## src/rtl/dpsp_pkg.sv

```systemverilog
package dpsp_pkg;
  parameter int DP_W      = 64;
  parameter int SP_W      = 32;
  parameter int EXP_W     = 11;
  parameter int FRAC_W    = 52;
  parameter int SP_FRAC_W = 23;
  // first biased double exponent that still maps to a single-precision normal
  parameter int TINY_EDGE = 897;
  localparam int TINY_EXP   = TINY_EDGE - 1;
  localparam int SHIFT_MAX  = DP_W - 1;
  localparam int XFRAC_W    = FRAC_W + 1;
  localparam int DROP_W     = FRAC_W - SP_FRAC_W;
  localparam int REPL       = DP_W / SP_W;

  typedef struct packed {
    logic               sign;
    logic [EXP_W-1:0]   exp;
    logic [XFRAC_W-1:0] frac;
  } dpsp_fields_t;
endpackage

```

## src/rtl/dpsp_decode.sv

```systemverilog
module dpsp_decode
  import dpsp_pkg::*;
(
  input  logic            clk,
  input  logic            rst,
  input  logic            en,
  input  logic            v_i,
  input  logic [DP_W-1:0] d_i,
  output logic            v_o,
  output dpsp_fields_t    f_o
);
  dpsp_fields_t nxt;
  logic         denorm;

  always_comb begin
    nxt.sign = d_i[DP_W-1];
    nxt.exp  = d_i[DP_W-2 -: EXP_W];
    nxt.frac = {1'b1, d_i[FRAC_W-1:0]};
    denorm   = (nxt.exp == '0) && (d_i[FRAC_W-1:0] != '0);
    if (denorm) begin
      nxt.exp            = EXP_W'(1);
      nxt.frac[FRAC_W]   = 1'b0;
    end
  end

  always_ff @(posedge clk) begin
    if (rst)      v_o <= 1'b0;
    else if (en)  v_o <= v_i;
  end

  always_ff @(posedge clk) begin
    if (en) f_o <= nxt;
  end

  // after decode an exponent of zero can only come from a true zero operand
  a_r5_denorm_override: assert property (@(posedge clk) disable iff (rst)
    (v_o && f_o.exp == '0) |-> (f_o.frac == {1'b1, {FRAC_W{1'b0}}}));
endmodule

```

## src/rtl/dpsp_pack.sv

```systemverilog
module dpsp_pack
  import dpsp_pkg::*;
(
  input  logic            clk,
  input  logic            rst,
  input  logic            en,
  input  logic            v_i,
  input  dpsp_fields_t    f_i,
  output logic            v_o,
  output logic [DP_W-1:0] d_o
);
  logic               tiny;
  logic [EXP_W-1:0]   shamt;
  logic [EXP_W-1:0]   exp_w;
  logic [XFRAC_W-1:0] frac_w;
  logic [SP_W-1:0]    word;
  logic [DP_W-1:0]    wide;

  always_comb begin
    tiny   = (f_i.exp < EXP_W'(TINY_EDGE)) && (f_i.frac != '0);
    shamt  = EXP_W'(TINY_EDGE) - f_i.exp;
    exp_w  = f_i.exp;
    frac_w = f_i.frac;
    if (tiny) begin
      if (shamt > EXP_W'(SHIFT_MAX)) frac_w = '0;
      else                           frac_w = f_i.frac >> shamt;
      exp_w = EXP_W'(TINY_EXP);
    end
    word = {f_i.sign, exp_w[EXP_W-1], exp_w[6:0], frac_w[FRAC_W-1:DROP_W]};
  end

  for (genvar g = 0; g < REPL; g++) begin : g_rep
    assign wide[g*SP_W +: SP_W] = word;
  end

  always_ff @(posedge clk) begin
    if (rst)      v_o <= 1'b0;
    else if (en)  v_o <= v_i;
  end

  always_ff @(posedge clk) begin
    if (en) d_o <= wide;
  end

  // a tiny operand always leaves with a zero exponent field
  a_r6_tiny_exp_zero: assert property (@(posedge clk) disable iff (rst)
    (en && v_i && tiny) |=> (d_o[SP_W-2 -: 8] == 8'h00));
endmodule

```

## src/rtl/dpsp_convert.sv

```systemverilog
module dpsp_convert
  import dpsp_pkg::*;
(
  input  logic            clk,
  input  logic            rst,
  input  logic            in_valid,
  output logic            in_ready,
  input  logic [DP_W-1:0] in_data,
  output logic            out_valid,
  input  logic            out_ready,
  output logic [DP_W-1:0] out_data
);
  logic         adv;
  logic         s1_v;
  dpsp_fields_t s1_f;

  assign adv      = !(out_valid && !out_ready);
  assign in_ready = adv;

  dpsp_decode u_dec (
    .clk (clk), .rst (rst), .en (adv),
    .v_i (in_valid), .d_i (in_data),
    .v_o (s1_v), .f_o (s1_f)
  );

  dpsp_pack u_pack (
    .clk (clk), .rst (rst), .en (adv),
    .v_i (s1_v), .f_i (s1_f),
    .v_o (out_valid), .d_o (out_data)
  );

  // reset empties the output stage
  a_r1_reset_clears: assert property (@(posedge clk) rst |=> !out_valid);

  // a held result stays put
  a_r9_hold: assert property (@(posedge clk) disable iff (rst)
    (out_valid && !out_ready) |=> (out_valid && $stable(out_data)));

  // input is refused only while a result waits
  a_r9_ready: assert property (@(posedge clk) disable iff (rst)
    !in_ready |-> out_valid);

  // both halves agree whenever a result is presented
  a_r8_halves: assert property (@(posedge clk) disable iff (rst)
    out_valid |-> (out_data[DP_W-1:SP_W] == out_data[SP_W-1:0]));
endmodule

```

## config.mk

```make
export PLATFORM = sky130hd
export DESIGN_NAME = dpsp_convert
export DESIGN_NICKNAME = d
export VERILOG_FILES = /design/src/rtl/dpsp_pkg.sv /design/src/rtl/dpsp_decode.sv /design/src/rtl/dpsp_pack.sv /design/src/rtl/dpsp_convert.sv
export SDC_FILE = /design/constraint.sdc
export NUM_CORES = 1
export LEC_CHECK = 0
export ABC_AREA = 1
export ABC_CLOCK_PERIOD_IN_PS = 5650
export BUFFER_PORTS_ARGS = -buffer_cell sky130_fd_sc_hd__buf_2
export CORE_ASPECT_RATIO = 1.25
export CORE_MARGIN = 2
export CORE_UTILIZATION = 45
export DETAILED_ROUTE_END_ITERATION = 8
export PLACE_DENSITY = 0.69
export SLEW_MARGIN = 30
export SYNTH_ARGS = -nofsm -noshare
export SYNTH_HDL_FRONTEND = slang
export SYNTH_SLANG_ARGS = --single-unit
```

## constraint.sdc

```tcl
create_clock -name clk -period 5.65 [get_ports clk]
set_clock_uncertainty 0.1 [all_clocks]
set_input_delay 0.8475 -clock clk [delete_from_list [all_inputs] [get_ports clk]]
set_output_delay 0.8475 -clock clk [all_outputs]
set_load 0.005 [all_outputs]
```

Yosys cells after proc, flatten, opt, wreduce, memory -nomap -nowiden
Index checks and enable logic that the tools add are counted.
{"block": "word_totals", "input_bits": 68, "reg_bits": 131}
{"block": "classes", "shift": 1, "reduce_logical": 8, "order_cmp": 2, "add_sub_neg": 1, "mux": 4}
{"cell": "52-bit 2-to-1 mux", "count": 2}
{"cell": "53-bit nonzero test", "count": 1}
{"cell": "53-bit by 11-bit >> shifter with 52-bit output", "count": 1}
{"cell": "52-bit nonzero test", "count": 1}
{"cell": "11-bit by 6-bit > comparator with 1-bit output (second input constant)", "count": 1}
{"cell": "11-bit logical NOT", "count": 1}
{"cell": "11-bit by 10-bit < comparator with 1-bit output (second input constant)", "count": 1}
{"cell": "11-bit 2-to-1 mux", "count": 1}
{"cell": "10-bit by 11-bit subtractor with 11-bit output (first input constant)", "count": 1}
{"cell": "1-bit logical AND", "count": 3}
{"cell": "1-bit logical NOT", "count": 2}
{"cell": "1-bit 2-to-1 mux", "count": 1}

Longest topological paths before layout
Gate-level depths: netlist (run 1).
{"block": "logic_depth", "ltp_word": 4, "ltp_mapped": 21, "mapped_depth_nobuf": 18}

Cells and area by module
A second synthesis (run 1) with hierarchy kept.
{"block": "hier_totals", "hier_cells": 628, "hier_area_um2": 5482.8}
{"mod": "dpsp_pack", "cells_each": 489, "area_each_um2": 3214.3, "instances": 1, "seq_area_each_um2": 980.9}
{"mod": "dpsp_decode", "cells_each": 137, "area_each_um2": 2260.9, "instances": 1, "seq_area_each_um2": 1971.9}
{"mod": "dpsp_convert", "cells_each": 2, "area_each_um2": 7.5, "instances": 1, "seq_area_each_um2": 0.0}

Worst setup path after synthesis (run 1)
Ideal clock, no wire load.
{"block": "synth_timing", "path_kind": "input to output", "from": "in out_ready", "to": "out in_ready", "t_arrival_ns": 2.821, "setup_slack_ns": 1.882, "n_path_buf": 0, "path_stages": 2, "cell_sequence": "nor2_1 -> inv_1"}
{"block": "synth_via", "elab_chain_cells": 3}
{"element": "start: declaration", "line_no": "dpsp_convert.sv:10", "rtl": "input logic out_ready,"}
{"element": "1-bit logical NOT", "line_no": "dpsp_convert.sv:17", "rtl": "assign adv = !(out_valid && !out_ready);"}
{"element": "1-bit logical AND", "line_no": "dpsp_convert.sv:17"}
{"element": "1-bit logical NOT", "line_no": "dpsp_convert.sv:17"}
{"element": "end: declaration", "line_no": "dpsp_convert.sv:7", "rtl": "output logic in_ready,"}
No other way between the ends.

Final worst setup path (run 1)
{"block": "layout_timing", "from": "reg u_dec.f_o[54] in the netlist's numbering", "to": "reg u_pack.d_o[47] (data pin)"}
{"block": "layout_via", "elab_chain_cells": 4, "word_cells_on_any_way": 7}
{"element": "start: declaration", "line_no": "dpsp_decode.sv:10", "rtl": "output dpsp_fields_t f_o"}
{"element": "start signal: assignment", "line_no": "dpsp_decode.sv:32", "rtl": "if (en) f_o <= nxt;"}
{"element": "10-bit by 11-bit subtractor with 11-bit output", "line_no": "dpsp_pack.sv:21", "rtl": "shamt = EXP_W'(TINY_EDGE) - f_i.exp;"}
{"element": "53-bit by 11-bit >> shifter with 52-bit output or 11-bit by 6-bit > comparator with 1-bit output (tied branches)", "line_no": "dpsp_pack.sv:26, dpsp_pack.sv:25"}
{"element": "52-bit 2-to-1 mux", "line_no": "dpsp_pack.sv:25", "rtl": "if (shamt > EXP_W'(SHIFT_MAX)) frac_w = '0;"}
{"element": "52-bit 2-to-1 mux (*)", "line_no": "dpsp_pack.sv:24", "rtl": "if (tiny) begin"}
{"element": "named net u_pack.frac_w[44]", "line_no": "dpsp_pack.sv:15", "rtl": "logic [XFRAC_W-1:0] frac_w;"}
{"element": "end signal: assignment", "line_no": "dpsp_pack.sv:42", "rtl": "if (en) d_o <= wide;"}
{"element": "end: declaration", "line_no": "dpsp_pack.sv:10", "rtl": "output logic [DP_W-1:0] d_o"}
The timed path passes the listed nets; every way through them passes the cells marked *.
A chain may end at the register's enable or synchronous reset.

==> key figures, run 1 <==
Outcome
  • Status: completed

Pwr
  • Pleak: around 2.7 nW
  • Sequential cell fraction of total power: between 40 and 50%
  • Worst vdd ir: roughly 0.2 mV
  • Internal: 1.33 mW
  • Logic pwr share: ~16%
  • Sw Ratio: between 20 and 30%
  • Psw: about 0.51 mW
  • Pwr/cell area: just under 300 mW/mm2
  • Clock Power Share: 34.3%

Critical path
  • CP cell instances: inv_4 -> ha_1 -> clkinv_1 -> nand3_1 -> nand3_1 -> o211ai_1 -> o21ai_0
  • Worst Path Required: around 5600 ps
  • CP most frequent cell: nand3_1
  • Largest fanout on the critical path: 27
  • Crit-path leading delay family: buffers and inverters
  • Crit path kind: flop to flop
  • CP arrival: 3910 ps
  • CP Capture Type: flop
  • Buf+Inv Stages, Crit Path: 2
  • Startpoint Class: flop
  • Max incr delay on CP: around 920 ps
  • Crit-path slowest cell: edfxtp_1

Clocking
  • # resized after CTS: 0
  • Root Driver: clkbuf_16
  • CTS tree: built
  • Post-CTS setup buffer count: 0
  • Cts bufs inserted: 9
  • Later-pin clock latency in the skew report: approximately 350 ps
  • Number of H-tree levels: 3
  • Cts hold-fix bufs: 0
  • CTS sink count: 99
  • Clock Tree Buf Depth: 2
  • Clk pin slew, worst setup/hold paths: around 70 ps

Place
  • DP Wirelength: between 10 and 15 mm
  • Port bufs: 133
  • RePlAce Congestion: between 0.9 and 1

Drt
  • Drt drc: 0
  • Avg WL per Cell: between 15 and 20 um
  • DR iter-0 viols: approximately 600
  • WL final: around 14 mm
  • Post-DRT Antenna Nets: 0
  • Total number of vias: around 4600
  • Avg Vias per Cell: 5.55
  • DR pass1 iterations: 6

Synthesis
  • Synth warn: 0
  • Ys flop type: edfxtp_1
  • Register area share after synthesis: a little over half
  • Distinct cells, synth: 39
  • Largest family of logic cells by synthesized area: simple AND/OR/NAND/NOR gates
  • Net Count, Synth: between 600 and 700
  • Compound-gate portion of the synthesized area: 3.19%
  • Post-synth EDFFs: 97
  • Post-synthesis average cell area: just over 9 um2
  • Post-synthesis mux area share: 0%
  • Simple-Gate Fraction of Synth Area: between 30% and 40%
  • Post-Synthesis Cells: 588
  • Post-Synth Adder-Cell Area: less than 1%
  • Mapped cell area: about 0.0055 mm2
  • Ys async rst share: 0%
  • Synth Register Bits: just under 100
  • XOR/XNOR Fraction of Synth Area: less than 1%

STA
  • Unrepaired setup endpoints after global routing: no
  • Crit path time final: approximately 3900 ps
  • Final Cycle Share: between 60% and 70%
  • Setup violators final: 0
  • Worst relative slew slack: ~38%
  • F_max: about 260 MHz
  • Sum of negative setup slack: 0 ps
  • Slew Limit Fails: 0
  • Slew of the pin with the lowest slew margin: between 900 and 1000 ps
  • Final Hold Fails: 0

Global route
  • GRT Total Usage: 22.5%
  • Initial antenna violation count: 0
  • First-pass GRT wire length: ~22 mm
  • Vias in the first global route: between 4000 and 5000
  • Grt total ovfl: 0
  • Largest net degree at the start of global routing: 64

Die
  • Die width: 102 um
  • Io pins: 134
  • Core area: roughly 0.012 mm2
  • Die height: between 100 and 150 um
  • Initial Utilization: roughly 47%
  • Number of cell rows: 44
  • DIE AREA: around 0.013 mm2

Layout
  • Final Core Density: between 50% and 60%
  • # nets final: ~730
  • Most frequent cells in the layout: nand2_1, buf_2, edfxtp_1
  • Area grow syn2layout: 14.1%
  • Antenna Cells: 0
  • Share of layout cells above drive strength 1: between 20% and 30%
  • Commonest non-fill, non-tap cell in the layout: nand2_1

Flow run
  • Max cap viols: 0

Hold path
  • HP Class: flop to flop
[synthesized netlist by cell type (6+ instances only)]
master,n,area (um2)
o21ai_0,8,40.0
nand2_1,141,529
nor4_1,21,131
edfxtp_1,97,2910
inv_1,20,75.1
o21ai_1,12,60.1
or2_2,6,37.5
buf_4,36,270
nand4_1,39,244
buf_2,6,30.0
clkbuf_1,22,82.6
nand3_1,96,480
nor2_1,30,113
a21oi_1,7,35.0
[metrics by stage]
stage                     setup WS, ps  hold WS (ps)  std cells  total power, mW  area, um2
after floorplan                   1880           300        588             1.13       5460
after global placement            1800           304        814             1.22       5920
after detailed placement          1800           307        814             1.22       5920
after CTS                         1770           324        830             1.84       6220
after global routing              1430           347        830             1.91       6220
final                             1730           322        830             1.83       6220
[worst reg2reg max path, stage by stage (launching register included)]
cell and delay (ps):
edfxtp_1 920, inv_4 270, ha_1 830, clkinv_1 800, nand3_1 370, nand3_1 130, o211ai_1 120, o21ai_0 130
[final cells by class]
class / instances / area (um2)
Multi-Input combinational cell: 394 / 1990
Fill cell: 1093 / 5500
Sequential cell: 99 / 2950
Tap cell: 161 / 201
Clock inverter: 6 / 72.6
Clock buffer: 10 / 229
Timing Repair Buffer: 134 / 673
Inverter: 26 / 101
[power by group through the flow]
| stage | Combinational (mW) | Clock (mW) | Sequential (mW) |
|---|---|---|---|
| 2_1_floorplan | 0.209 | 0 | 0.918 |
| 3_3_place_gp | 0.290 | 0 | 0.928 |
| 3_5_place_dp | 0.289 | 0 | 0.931 |
| 4_1_cts | 0.290 | 0.635 | 0.915 |
| 5_1_grt | 0.327 | 0.664 | 0.922 |
| 6_report | 0.292 | 0.628 | 0.915 |
[worst paths after layout]
check	to	slack, ps	from	cells after the start
setup / recovery	u_pack.d_o[47]$_DFFE_PN_	1730	u_dec.f_o[54]$_SDFFCE_PP0N_	7
hold / removal	u_pack.d_o[31]$_DFFE_PN_	320	u_dec.f_o[64]$_DFFE_PN_	0
setup reg to reg	u_pack.d_o[47]$_DFFE_PN_	1730	u_dec.f_o[54]$_SDFFCE_PP0N_	7
hold reg to reg	u_pack.d_o[31]$_DFFE_PN_	320	u_dec.f_o[64]$_DFFE_PN_	0
[state kept, by name, indices dropped and copies added, names as in the netlist]
signal / cells
u_pack.v_o: 1
u_dec.v_o: 1
u_dec.f_o: 65
u_pack.d_o: 32
[kinds of logic after synthesis]
| kind of cell | after synthesis |
|---|---|
| fa+ha+maj | 1 |
| compound gates | 32 |
| flops | 99 |
| simple gates | 358 |
| xor+xnor | 3 |
| buf+inv | 95 |
[per-layer routing]
layer	wire, um	GRT usage [%]
met5	0	0
met4	347	6.98
met3	825	3.99
met2	6980	38.0
met1	5960	29.4
Note: power is estimated with default switching activity, not from simulation.
==> run 2, diff against run 1 <==
ABC_CLOCK_PERIOD_IN_PS = 3300   (was 5650)
PLACE_DENSITY = 0.72   (was 0.69)
clock period = 3.3 ns   (was 5.65 ns; I/O delays follow)
==> run 2 against run 1 <==
Clock-buffer cell count grew 1; clock power grew 77%; die area is the same; highest routed layer unchanged; critical endpoint is now u_pack.d_o[32]$_DFFE_PN_.
==> key figures, run 2 (same netlist as run 1, synthesis figures left out) <==
Outcome
  • Status: completed

Place
  • DP Area: 0.00599 mm2 (+1.1%)
  • RePlAce Congestion: 0.963 (+4.4%)
  • DP Wirelength: 10.6 mm (-1.8%)
  • Port bufs: 133 (unchanged)

Flow run
  • Max cap viols: 0 (unchanged)

Clocking
  • Root Driver: clkbuf_16
  • Number of H-tree levels: 3 (unchanged)
  • Clk pin slew, worst setup/hold paths: 70 ps (about the same)
  • Later-pin clock latency in the skew report: 350 ps (about the same)
  • Cts bufs inserted: 9 (unchanged)
  • Cts hold-fix bufs: 0 (unchanged)
  • CTS tree: built
  • # resized after CTS: 0 (unchanged)
  • Post-CTS setup buffer count: 0 (unchanged)
  • CTS sink count: 99 (unchanged)
  • Clock Tree Buf Depth: 2 (unchanged)

Layout
  • # nets final: 743 (+1.4%)
  • Final Core Density: 53.8% (+0.73 points)
  • Area occupied by multi-input gates: 0.00199 mm2 (-0.38%)
  • Reg with most FFs: u_dec.f_o
  • Number of flip-flops under the largest register name: 65 (unchanged)
  • Area grow syn2layout: 15.6%
  • Sequential cell area: 0.00295 mm2 (unchanged)
  • Final instance area: 0.00631 mm2 (+1.4%)
  • Commonest non-fill, non-tap cell in the layout: nand2_1
  • Regs by FF count: u_dec.f_o (65), u_pack.d_o (32)
  • Most frequent cells in the layout: nand2_1, buf_2, edfxtp_1
  • Filler instances: 1089 (-0.37%)
  • Antenna Cells: 0 (unchanged)
  • Share of layout cells above drive strength 1: 28.1% (+1.2 points)

Global route
  • Grt total ovfl: 0 (unchanged)
  • Largest net degree at the start of global routing: 72 (+13%)
  • First-pass GRT wire length: 22.1 mm (-1.6%)
  • GRT Total Usage: 22.2% (-0.29 points)
  • Initial antenna violation count: 0 (unchanged)
  • Vias in the first global route: 4378 (-0.21%)

Pwr
  • Pwr/cell area: 508 mW/mm2 (+72%)
  • Worst vdd ir: 0.278 mV (+40%)
  • Pleak: 2.78 nW (+2.0%)
  • Final total power: 3.20 mW (+75%)

Die
  • Io pins: 134 (unchanged)
  • Die width: 102 um (unchanged)
  • DIE AREA: 0.0130 mm2 (unchanged)
  • Initial Utilization: 46.5% (unchanged)
  • Die height: 127 um (unchanged)
  • Core area: 0.0117 mm2 (unchanged)
  • Number of cell rows: 44 (unchanged)

Hold path
  • HP Class: input pin to flop
  • Hold Path Depth: 2 (+2)

Drt
  • Total number of vias: 4737 (+2.8%)
  • Avg Vias per Cell: 5.64 (+1.6%)
  • WL final: 14.4 mm (+1.9%)
  • Drt drc: 0 (unchanged)
  • Post-DRT Antenna Nets: 0 (unchanged)
  • DR pass1 iterations: 7 (+1)
  • DR iter-0 viols: 506 (-18%)
  • Avg WL per Cell: 17.1 um (+0.68%)

Critical path
  • CP Capture Type: flop
  • CP arrival: 3030 ps (-880 ps)
  • Reg2reg path depth: 16 (+9)
  • Worst Path Required: 3420 ps (-2220 ps)
  • Startpoint Class: flop
  • Crit path kind: flop to flop
  • Largest fanout on the critical path: 34 (+26%)

STA
  • Setup violators final: 0 (unchanged)
  • F_max: 344 MHz (+35%)
  • Smallest hold slack: 213 ps (-110 ps)
  • Slew Limit Fails: 0 (unchanged)
  • Slew of the pin with the lowest slew margin: 910 ps (-26.2 ps)
  • Sum of negative setup slack: 0 ps (unchanged)
  • Worst relative slew slack: 38.9% (+1.4 points)
  • Crit path time final: 2910 ps (-1010 ps)
  • Final Hold Fails: 0 (unchanged)
  • Final Cycle Share: 88.2% (+19 points)
  • Unrepaired setup endpoints after global routing: no
==> run 2: through the flow <==
step / worst slack (ps) / instances
after global routing: 205 / 840
after detailed placement: 506 / 824
after CTS: 447 / 840
after floorplan: 237 / 588
final: 391 / 840
after global placement: 547 / 824
==> run 2: routing by layer <==
metal	global-route usage (%)	vias to the layer above	routed length, um
met1	29.0	2197	5770
met3	3.77	45	1010
met5	0	-	0
met4	10.1	0	501
met2	36.0	257	7090
li1	-	2238	-
==> run 2: path summary, 6_finish.rpt <==
| kind | slack [ps] | from | to |
|---|---|---|---|
| worst max-delay path | 390 | u_dec.f_o[54]$_SDFFCE_PP0N_ | u_pack.d_o[32]$_DFFE_PN_ |
| worst min-delay path | 210 | rst | u_pack.v_o$_SDFFE_PP0N_ |
| worst max register to register | 390 | u_dec.f_o[54]$_SDFFCE_PP0N_ | u_pack.d_o[32]$_DFFE_PN_ |
| worst min register to register | 320 | u_dec.f_o[64]$_DFFE_PN_ | u_pack.d_o[31]$_DFFE_PN_ |
==> run 2: report_power, final <==
group	internal, mW	switching [mW]	total, mW
clock network	0.640	0.474	1.11
registers	1.49	0.0630	1.56
logic	0.192	0.341	0.533
==> run 2: area by class of cell <==
type                    count  share of cell area [%]
inverters                  26                    1.61
multi-input cells         394                    31.5
repair buffers            144                    11.9
clock inverters             5                    1.05
clock buffers              11                    4.01
flip-flops and latches     99                    46.8
well taps                 161                    3.19
==> run 2: critical path, stage by stage (launching register included) <==
cell      delay, ps
edfxtp_1        440
inv_4            80
ha_1            160
inv_1            50
nor2_2          180
nand3_2         110
nand2_2          90
nand3_4          90
nor2_8          420
nand2_2         180
o21ai_0         350
inv_1            80
a21oi_1         180
nand2_1          70
nand3_1          80
nand2_1          50
nand2_1          60
